==> src/rtl/sat_simd_pkg.sv <==
package sat_simd_pkg;

    typedef enum logic [2:0] {
        OP_H_ADD  = 3'd0,
        OP_H_XSA  = 3'd1,
        OP_H_XAS  = 3'd2,
        OP_H_SUB  = 3'd3,
        OP_B_ADD  = 3'd4,
        OP_RSV_5  = 3'd5,
        OP_RSV_6  = 3'd6,
        OP_B_SUB  = 3'd7
    } simd_op_e;

    function automatic logic op_is_reserved(input logic [2:0] op);
        return (op == OP_RSV_5) || (op == OP_RSV_6);
    endfunction

    function automatic logic op_is_byte(input logic [2:0] op);
        return (op == OP_B_ADD) || (op == OP_B_SUB);
    endfunction

endpackage

==> src/rtl/sat_addsub_lane.sv <==
module sat_addsub_lane #(
    parameter int W = 8
) (
    input  logic [W-1:0] opa_i,
    input  logic [W-1:0] opb_i,
    input  logic         sub_i,
    output logic [W-1:0] res_o,
    output logic         sat_o
);
    localparam logic [W-1:0] MAX_POS = {1'b0, {(W-1){1'b1}}};
    localparam logic [W-1:0] MAX_NEG = {1'b1, {(W-1){1'b0}}};

    logic [W-1:0] wrap_c;
    logic         sa_c, sb_c, sr_c, ovf_c;

    always_comb begin
        wrap_c = sub_i ? (opa_i - opb_i) : (opa_i + opb_i);
        sa_c   = opa_i[W-1];
        sb_c   = opb_i[W-1];
        sr_c   = wrap_c[W-1];
        // add overflows on like signs, subtract on unlike signs; both need a sign flip
        ovf_c  = (sr_c != sa_c) && (sub_i ? (sa_c != sb_c) : (sa_c == sb_c));
        if (ovf_c) begin
            res_o = sa_c ? MAX_NEG : MAX_POS;
        end else begin
            res_o = wrap_c;
        end
        sat_o = ovf_c;
    end
endmodule

==> src/rtl/sat_simd_route.sv <==
module sat_simd_route
    import sat_simd_pkg::*;
#(
    parameter int HALF_W = 16
) (
    input  logic [2:0]                 op_i,
    input  logic [2*HALF_W-1:0]        src_a_i,
    input  logic [2*HALF_W-1:0]        src_b_i,
    output logic [1:0][HALF_W-1:0]     h_opa_o,
    output logic [1:0][HALF_W-1:0]     h_opb_o,
    output logic [1:0]                 h_sub_o,
    output logic                       b_sub_o
);
    logic [HALF_W-1:0] a_lo, a_hi, b_lo, b_hi;

    always_comb begin
        a_lo = src_a_i[HALF_W-1:0];
        a_hi = src_a_i[2*HALF_W-1:HALF_W];
        b_lo = src_b_i[HALF_W-1:0];
        b_hi = src_b_i[2*HALF_W-1:HALF_W];

        h_opa_o[0] = a_lo;
        h_opa_o[1] = a_hi;
        h_opb_o[0] = b_lo;
        h_opb_o[1] = b_hi;
        h_sub_o    = 2'b00;
        b_sub_o    = (op_i == OP_B_SUB);

        unique case (op_i)
            OP_H_ADD: h_sub_o = 2'b00;
            OP_H_SUB: h_sub_o = 2'b11;
            OP_H_XSA: begin
                h_opb_o[0] = b_hi;
                h_opb_o[1] = b_lo;
                h_sub_o    = 2'b01;
            end
            OP_H_XAS: begin
                h_opb_o[0] = b_hi;
                h_opb_o[1] = b_lo;
                h_sub_o    = 2'b10;
            end
            default: h_sub_o = 2'b00;
        endcase
    end
endmodule

==> src/rtl/sat_simd_unit.sv <==
module sat_simd_unit
    import sat_simd_pkg::*;
#(
    parameter int DATA_W  = 32,
    parameter bit OUT_REG = 1'b1
) (
    input  logic              clk_i,
    input  logic              rst_i,
    input  logic              valid_i,
    input  logic [2:0]        op_i,
    input  logic [DATA_W-1:0] src_a_i,
    input  logic [DATA_W-1:0] src_b_i,
    output logic              valid_o,
    output logic [DATA_W-1:0] result_o,
    output logic [3:0]        sat_o,
    output logic              illegal_o
);
    localparam int N_HALF = 2;
    localparam int N_BYTE = 4;
    localparam int HALF_W = DATA_W / N_HALF;
    localparam int BYTE_W = DATA_W / N_BYTE;

    typedef struct packed {
        logic              valid;
        logic [DATA_W-1:0] result;
        logic [N_BYTE-1:0] sat;
        logic              illegal;
    } stage_t;

    logic [N_HALF-1:0][HALF_W-1:0] h_opa, h_opb, h_res;
    logic [N_HALF-1:0]             h_sub, h_sat;
    logic                          b_sub;
    logic [N_BYTE-1:0][BYTE_W-1:0] b_res;
    logic [N_BYTE-1:0]             b_sat;

    stage_t calc_c, stage_d, stage_q;

    sat_simd_route #(.HALF_W(HALF_W)) route_i (
        .op_i    (op_i),
        .src_a_i (src_a_i),
        .src_b_i (src_b_i),
        .h_opa_o (h_opa),
        .h_opb_o (h_opb),
        .h_sub_o (h_sub),
        .b_sub_o (b_sub)
    );

    for (genvar h = 0; h < N_HALF; h++) begin : g_half
        sat_addsub_lane #(.W(HALF_W)) lane_i (
            .opa_i (h_opa[h]),
            .opb_i (h_opb[h]),
            .sub_i (h_sub[h]),
            .res_o (h_res[h]),
            .sat_o (h_sat[h])
        );
    end

    for (genvar b = 0; b < N_BYTE; b++) begin : g_byte
        sat_addsub_lane #(.W(BYTE_W)) lane_i (
            .opa_i (src_a_i[b*BYTE_W +: BYTE_W]),
            .opb_i (src_b_i[b*BYTE_W +: BYTE_W]),
            .sub_i (b_sub),
            .res_o (b_res[b]),
            .sat_o (b_sat[b])
        );
    end

    always_comb begin
        calc_c       = '0;
        calc_c.valid = valid_i;
        if (op_is_reserved(op_i)) begin
            calc_c.illegal = 1'b1;
        end else if (op_is_byte(op_i)) begin
            calc_c.result = b_res;
            calc_c.sat    = b_sat;
        end else begin
            calc_c.result = h_res;
            for (int h = 0; h < N_HALF; h++) begin
                calc_c.sat[h*(N_BYTE/N_HALF)] = h_sat[h];
            end
        end
    end

    if (OUT_REG) begin : g_reg
        always_comb begin
            stage_d       = stage_q;
            stage_d.valid = valid_i;
            if (valid_i) begin
                stage_d = calc_c;
            end
        end

        always_ff @(posedge clk_i) begin
            if (rst_i) begin
                stage_q <= '0;
            end else begin
                stage_q <= stage_d;
            end
        end
    end else begin : g_comb
        always_comb begin
            stage_d = calc_c;
            stage_q = stage_d;
        end
    end

    assign valid_o   = stage_q.valid;
    assign result_o  = stage_q.result;
    assign sat_o     = stage_q.sat;
    assign illegal_o = stage_q.illegal;
endmodule

==> config.mk <==
export PLATFORM = sky130hd
export DESIGN_NAME = sat_simd_unit
export DESIGN_NICKNAME = d
export VERILOG_FILES = /design/src/rtl/sat_simd_pkg.sv /design/src/rtl/sat_addsub_lane.sv /design/src/rtl/sat_simd_route.sv /design/src/rtl/sat_simd_unit.sv
export SDC_FILE = /design/constraint.sdc
export NUM_CORES = 1
export LEC_CHECK = 0
export BUFFER_PORTS_ARGS = -buffer_cell sky130_fd_sc_hd__buf_2
export CAP_MARGIN = 40
export CORE_UTILIZATION = 50
export CTS_CLUSTER_DIAMETER = 80
export CTS_CLUSTER_SIZE = 14
export DETAILED_ROUTE_END_ITERATION = 8
export GPL_ROUTABILITY_DRIVEN = 0
export PLACE_DENSITY_LB_ADDON = 0.3
export SLEW_MARGIN = 10
export SYNTH_ARGS = -nofsm -noshare
export SYNTH_HDL_FRONTEND = slang
export SYNTH_SLANG_ARGS = --single-unit
==> constraint.sdc <==
create_clock -name clk_i -period 12.8 [get_ports clk_i]
set_input_delay 1.28 -clock clk_i [delete_from_list [all_inputs] [get_ports clk_i]]
set_output_delay 1.28 -clock clk_i [all_outputs]
set_load 0.005 [all_outputs]
==> results.yml, run 1 <==
run_status:
  status: "complete, no violations"
timing:
  hold_violations: 0
  skew_ns: 0
  rsz0062_at_grt: "false"
  finalWorstSetupSlack_ns: 6.754
  tns_ns: 0
  fin_crit_sh_pct: 47.23
  max_freq_ghz: 0.1654
  worst_slew_pin_slew_ns: 0.8379
  setup_viol: 0
  maxSlewViolCount: 0
  slew_headroom_pct: 43.66
  layout_min_cycle_time_ns: 6.046
die:
  die_area_um2: 12980
  coreArea_um2: 12110
  start_util_pct: 51.71
  die_h_um: 113.9
  chipWidth_um: 113.9
  fp-row-count: 40
  boundaryPins: 108
worst_setup_path:
  crit_fanout: 26
  end_kind: "flip-flop"
  critPathSlowestCell: "mux2i_2"
  cpLargestDelayFamily: "compound AO/OA/AOI/OAI gates"
  criticalPathCategory: "input pin to flip-flop"
  path_common_cell: "nand2_1"
  critPathMaxStageDelay_ns: 0.73
  cp-start-kind: "input pin"
  path_cells: "buf_2 -> xor2_2 -> nand2_1 -> buf_16 -> or3_1 -> o31ai_1 -> nand2_1 -> a21oi_1 -> nand2_1 -> o21ai_0 -> xnor2_1 -> ha_1 -> a21oi_1 -> nor2_1 -> o21a_1 -> a311o_1 -> a21oi_4 -> xnor2_1 -> mux2i_2 -> o21ai_0 -> a32o_1"
  cp.required_ns: 13.00
  worstPathArrival_ns: 6.25
  path_buf_inv: 2
cts:
  cts.clk_slew.worst_paths_ns: 0.06
  post_cts_resized: 0
  clkLatencyLatePin_ns: 0.30
  clk_path_buf_depth: 2
  cts-root-buf: "clkbuf_16"
  cts_sinks: 38
  holdBufCountCts: 0
  htree_levels: 2
  post_cts.repair.setup_buffers: 0
  cts_tree: "built"
  numCtsBuffers: 5
yosys:
  synth_edf_count: 0
  synth_area_um2: 6264
  ys_types: 72
  syn_area_per_cell_um2: 7.208
  async_flop_share_pct: 0
  synth-main-ff-cell: "dfxtp_1"
  seq_area_frac_synth_pct: 12.15
  yosysWarningCount: 0
  syn_inst: 869
  syn_nets: 1005
  ys_seq_elements: 38
place:
  dp_cells: 1109
  io_buffers: 107
  pre_cts_ws_ns: 6.408
  post-dp-hpwl_um: 13970
power_and_ir_drop:
  p_comb_share_pct: 56.6
  p_clk_share_pct: 23.8
  power_uw: 719.5
  power_frac_seq_pct: 19.7
  p_per_area_nw_per_um2: 101.4
  internal_power_uw: 422.3
  power.share.switching_pct: 41.31
  power.switching_uw: 297.2
  ir_drop_uv: 56.70
  p_leak_uw: 0.003134
global_routing:
  grt_pass1_wl_um: 28880
  globalRoute.totalOverflow: 0
  grt_pass1_vias: 6088
  antenna_found_initial: 0
  grt.total_usage_pct: 27.64
  grt_max_degree: 38
routing:
  drt-initial-drc-count: 339
  vias: 6426
  drc: 0
  dr.pass1.iters: 5
  routed_via_density: 5.753
  wl_um: 17570
  postRouteAntennaNets: 0
  wl_per_cell_um: 15.73
cells_and_area:
  fillCellCount: 1183
  layoutNonFillerInstCount: 1117
  antenna_cells: 0
  drive_gt1_share_pct: 15.60
  regArea_um2: 760.7
  syn2layout_area_growth_pct: 13.34
  multiInputGateArea_um2: 5191
  nets: 1084
worst_hold_path:
  holdCritPathClass: "flip-flop to flip-flop"
run:
  cap_violations: 0
## flip-flops by register name (all words and copies together) (netlist names)
signal     cells
illegal_o      1
result_o      32
valid_o        1
sat_o          4
## power by group through the flow
stage	logic [uW]	clock network [uW]	registers [uW]
2_1_floorplan	303	0	146
3_3_place_gp	394	0	144
3_5_place_dp	400	0	144
4_1_cts	404	172	142
5_1_grt	453	176	143
6_report	407	171	142
## cell type report
| class | count | share of cell area [%] |
|---|---|---|
| flip-flops and latches | 38 | 10.72 |
| clock buffers | 5 | 1.762 |
| well taps | 168 | 2.961 |
| inverters | 36 | 1.903 |
| multi-input cells | 753 | 73.12 |
| repair buffers | 114 | 8.565 |
| clock inverters | 3 | 0.9693 |
## through the flow
step / hold slack [ns] / cell area [um^2] / util (%)
after floorplan: 0.4345 / 6264 / -
after global placement: 0.4311 / 6870 / 56.73
after detailed placement: 0.4348 / 6905 / 57.01
after CTS: 0.4450 / 7099 / 58.62
after global routing: 0.4710 / 7099 / 58.62
final: 0.4415 / 7099 / 58.62
## cell usage in the layout, fill, tap and decap left out, drive strengths merged, types with 35 or more instances in the layout
| cell type | Yosys | final |
|---|---|---|
| inv | 35 | 35 |
| ha | 60 | 60 |
| xor2 | 42 | 42 |
| o21ai | 71 | 71 |
| nand2 | 81 | 81 |
| dfxtp | 38 | 38 |
| buf | 9 | 114 |
| a21oi | 63 | 63 |
| nor2 | 81 | 81 |
| xnor2 | 68 | 68 |
| nor3 | 37 | 37 |
## kinds of logic (layout without fill, tap and decap cells)
logic type / after synthesis / in the layout / share of synthesized area [%]
AO/OA/AOI/OAI: 249 / 249 / 26.25
XOR/XNOR: 110 / 110 / 15.50
adder cells (fa/ha/maj): 68 / 68 / 14.22
buffers and inverters: 78 / 158 / 5.094
flip-flops: 38 / 38 / 12.15
multiplexers: 18 / 18 / 2.956
AND/OR/NAND/NOR: 308 / 308 / 23.83
## worst min-delay path, cell delays in order, from the launching register on
cell	delay, ns
dfxtp_1	0.31
nand2_1	0.05
nand2_1	0.04
## routing by layer
layer  GRT usage (%)  part of all wire (%)
met5               0                     0
met4           9.437                   2.8
met2           46.51                    45
met1           36.24                    46
met3           3.719                   5.4
## synthesized netlist by cell type (all sizes together), types with 4 or more instances
library cell | instances | area share [%]
mux2i | 17 | 2.8
ha | 60 | 12
inv | 35 | 2.1
buf | 9 | 0.94
o31ai | 18 | 2.6
and2 | 4 | 0.40
or4 | 4 | 0.48
nor4 | 6 | 0.60
a22oi | 7 | 0.84
nor2b | 23 | 2.3
and3 | 12 | 1.2
fa | 6 | 1.9
clkbuf | 33 | 2.0
nor3 | 37 | 3.0
or3 | 11 | 1.1
a22o | 8 | 1.1
o21ai | 71 | 5.7
xnor2 | 68 | 9.5
a21oi | 63 | 5.2
dfxtp | 38 | 12
nand3 | 16 | 1.4
nand2b | 15 | 1.5
a31oi | 14 | 1.4
a32o | 8 | 1.3
o211ai | 9 | 1.1
nand2 | 81 | 4.9
xor2 | 42 | 6.0
nand4 | 7 | 0.70
a21boi | 6 | 0.72
o21a | 8 | 0.98
a21o | 11 | 1.3
nor2 | 81 | 4.9
## final timing paths
path	slack, ns	endpoint	depth (start not counted)	startpoint
setup / recovery	6.75	result_o[28]	21	op_i[1]
setup reg to reg	12.15	result_o[15]	2	result_o[15]
hold / removal	0.44	result_o[31]	2	result_o[31]
hold reg to reg	0.44	result_o[31]	2	result_o[31]
(Power assumes the default switching activity.)
==> run 2: changes to the inputs <==
--- a/config.mk
+++ b/config.mk
@@ -5,6 +5,7 @@
 export SDC_FILE = /design/constraint.sdc
 export NUM_CORES = 1
 export LEC_CHECK = 0
+export ABC_AREA = 1
 export BUFFER_PORTS_ARGS = -buffer_cell sky130_fd_sc_hd__buf_2
 export CAP_MARGIN = 40
 export CORE_UTILIZATION = 50
==> constraint.sdc (replaced) <==
create_clock -name clk_i -period 4.95 [get_ports clk_i]
set_input_delay 0.495 -clock clk_i [delete_from_list [all_inputs] [get_ports clk_i]]
set_output_delay 0.495 -clock clk_i [all_outputs]
set_load 0.005 [all_outputs]
==> run 2 against run 1 <==
Critical path depth grew 5. Worst setup slack lost 6.1 ns. Total power increased to 2.5 times the previous value. Critical path type unchanged. Critical endpoint is now result_o[31]. Largest cell class unchanged. Highest routed layer unchanged.
==> results.yml, run 2 <==
place:
  post-dp-hpwl_um: 14830
  pre_cts_ws_ns: 0.4650
  dp_cells: 1349
  io_buffers: 107
cells_and_area:
  nets: 1320
  drive_gt1_share_pct: 12.84
  final_common_cell: "nand2_1"
  syn2layout_area_growth_pct: 11.15
  largest_reg_flops: 32
  layoutNonFillerInstCount: 1356
  final_cell_mix: "286 x nand2_1, 145 x inv_1, 107 x buf_2, 105 x a21oi_1, 79 x xor2_1"
  antenna_cells: 0
cts:
  holdBufCountCts: 0
  cts_tree: "built"
  htree_levels: 2
  cts-root-buf: "clkbuf_16"
  post_cts.repair.setup_buffers: 0
  clk_path_buf_depth: 2
  cts_sinks: 38
  post_cts_resized: 0
  cts.clk_slew.worst_paths_ns: 0.06
  clkLatencyLatePin_ns: 0.28
  numCtsBuffers: 5
timing:
  worst_slew_pin_slew_ns: 0.9063
  skew_ns: 0
  finalWorstSetupSlack_ns: 0.6626
  setup_viol: 0
  slew_headroom_pct: 39.52
  layout_min_cycle_time_ns: 4.287
  fin_crit_sh_pct: 86.61
  tns_ns: 0
  maxSlewViolCount: 0
  whs_ns: 0.4595
  hold_violations: 0
  max_freq_ghz: 0.2332
  rsz0062_at_grt: "false"
die:
  boundaryPins: 108
  start_util_pct: 51.76
  die_h_um: 117.0
  coreArea_um2: 12770
  chipWidth_um: 117.0
  fp-row-count: 41
  die_area_um2: 13690
worst_setup_path:
  critPathSlowestCell: "nand2_2"
  cpLargestDelayFamily: "simple AND/OR/NAND/NOR gates"
  reg2reg_depth: 2
  path_common_cell: "nand2_1"
  end_kind: "flip-flop"
  criticalPathCategory: "input pin to flip-flop"
  path_buf_inv: 4
  cp-start-kind: "input pin"
  crit_fanout: 22
  critPathMaxStageDelay_ns: 0.32
  rr_endpoint: "result_o[16]"
  reg2reg_slack_ns: 4.23
  worstPathArrival_ns: 4.43
  cp.required_ns: 5.09
  r2r_start: "result_o[16]"
yosys:
  synth_top_area_cell: "nand2_1"
  synth_xor_area_share_pct: 14.42
  syn_area_per_cell_um2: 6.032
  synth-main-ff-cell: "dfxtp_1"
  ys_seq_elements: 38
  ys_types: 43
  syn_nets: 1232
  muxShareOfSynthArea_pct: 0
  synth_area_leaders: "nand2_1 16%, dfxtp_1 12%, ha_1 11%, xor2_1 10%, inv_1 8.2%"
  seq_area_frac_synth_pct: 11.51
  yosysMostFrequentCell: "nand2_1"
  yosys.area_share.simple_pct: 33.14
  async_flop_share_pct: 0
  synth_compound_area_share_pct: 16.75
  yosys-top-cells-count: "286 x nand2_1, 145 x inv_1, 105 x a21oi_1"
  synth_area_um2: 6611
  synth_top_family_by_area: "simple AND/OR/NAND/NOR gates"
  yosysWarningCount: 0
  syn_inst: 1096
  yosys.area_share.adder_pct: 13.17
  synth_top_area_share_pct: 16.24
  synth_edf_count: 0
routing:
  wl_per_cell_um: 13.44
  wl_um: 18230
  drt-initial-drc-count: 510
  vias: 7177
  routed_via_density: 5.293
  dr.pass1.iters: 5
  drc: 0
  postRouteAntennaNets: 0
worst_hold_path:
  hold_end: "result_o[20]"
  hold_start: "result_o[20]"
  worstHoldPathCells: 2
  holdCritPathClass: "flip-flop to flip-flop"
global_routing:
  globalRoute.totalOverflow: 0
  grt.total_usage_pct: 26.80
  antenna_found_initial: 0
  grt_max_degree: 46
  grt_pass1_wl_um: 29250
  grt_pass1_vias: 6143
run:
  cap_violations: 0
power_and_ir_drop:
  ir_drop_uv: 146.4
  power_uw: 1808
  p_leak_uw: 0.004067
  p_per_area_nw_per_um2: 246.1
run_status:
  status: "complete, no violations"
-- run 2: cell count changes in the layout (fill, tap and decap cells not counted), sizes merged, moves of 15 or more --
cell | previous run | this run
xnor2 | 68 | 28
nor3 | 37 | 10
xor2 | 42 | 80
nand2 | 81 | 297
nor2b | 23 | 0
a21oi | 63 | 105
nand2b | 15 | 0
inv | 35 | 149
nand4 | 7 | 23
mux2i | 17 | 0
nand3 | 16 | 79
-- run 2: worst max-delay path by stage --
stage	start	endpoint	slack [ns]	cells past startpoint
final	op_i[0]	result_o[31]	0.66	26
after detailed placement	op_i[0]	result_o[29]	0.47	27
after global placement	op_i[0]	result_o[29]	0.51	27
after floorplan	op_i[0]	sat_o[2]	1.29	28
after CTS	op_i[0]	result_o[29]	0.74	27
after global routing	op_i[0]	result_o[3]	0.25	26
-- run 2: final cells by class --
cell class	instances	area [um^2]
inverter	151	566.8
multi-input combinational	879	5122
sequential	38	760.7
tap	172	215.2
timing repair buffer	109	550.5
clock buffer	7	132.6
fill	1313	5425
-- run 2: layer usage --
metal	part of all wire, %	global-route usage (%)
met1	48	37.74
met2	44	43.39
met3	6.4	2.575
met4	1.6	7.595
met5	0	0
-- run 2: per-stage QoR --
stage	utilization (%)	area [um^2]
final	57.53	7348
after global routing	57.53	7348
after CTS	57.53	7348
after detailed placement	56.49	7216
after global placement	56.49	7216
after floorplan	-	6611
-- run 2: kinds of logic after synthesis --
| kind of cell | count (synthesis) |
|---|---|
| AND/OR/NAND/NOR | 503 |
| AO/OA/AOI/OAI | 202 |
| buffers and inverters | 179 |
| XOR/XNOR | 108 |
| adder cells (fa/ha/maj) | 66 |
| flip-flops | 38 |
-- run 2: power by group --
part / internal [uW] / switching [uW] / total (uW)
sequential: 345 / 17.4 / 362
clock: 184 / 125 / 309
combinational: 443 / 694 / 1140
-- run 2: worst min-delay path, stage by stage, from the launching register on --
cell,delay (ns)
dfxtp_1,0.30
nand2_1,0.06
a21oi_1,0.05
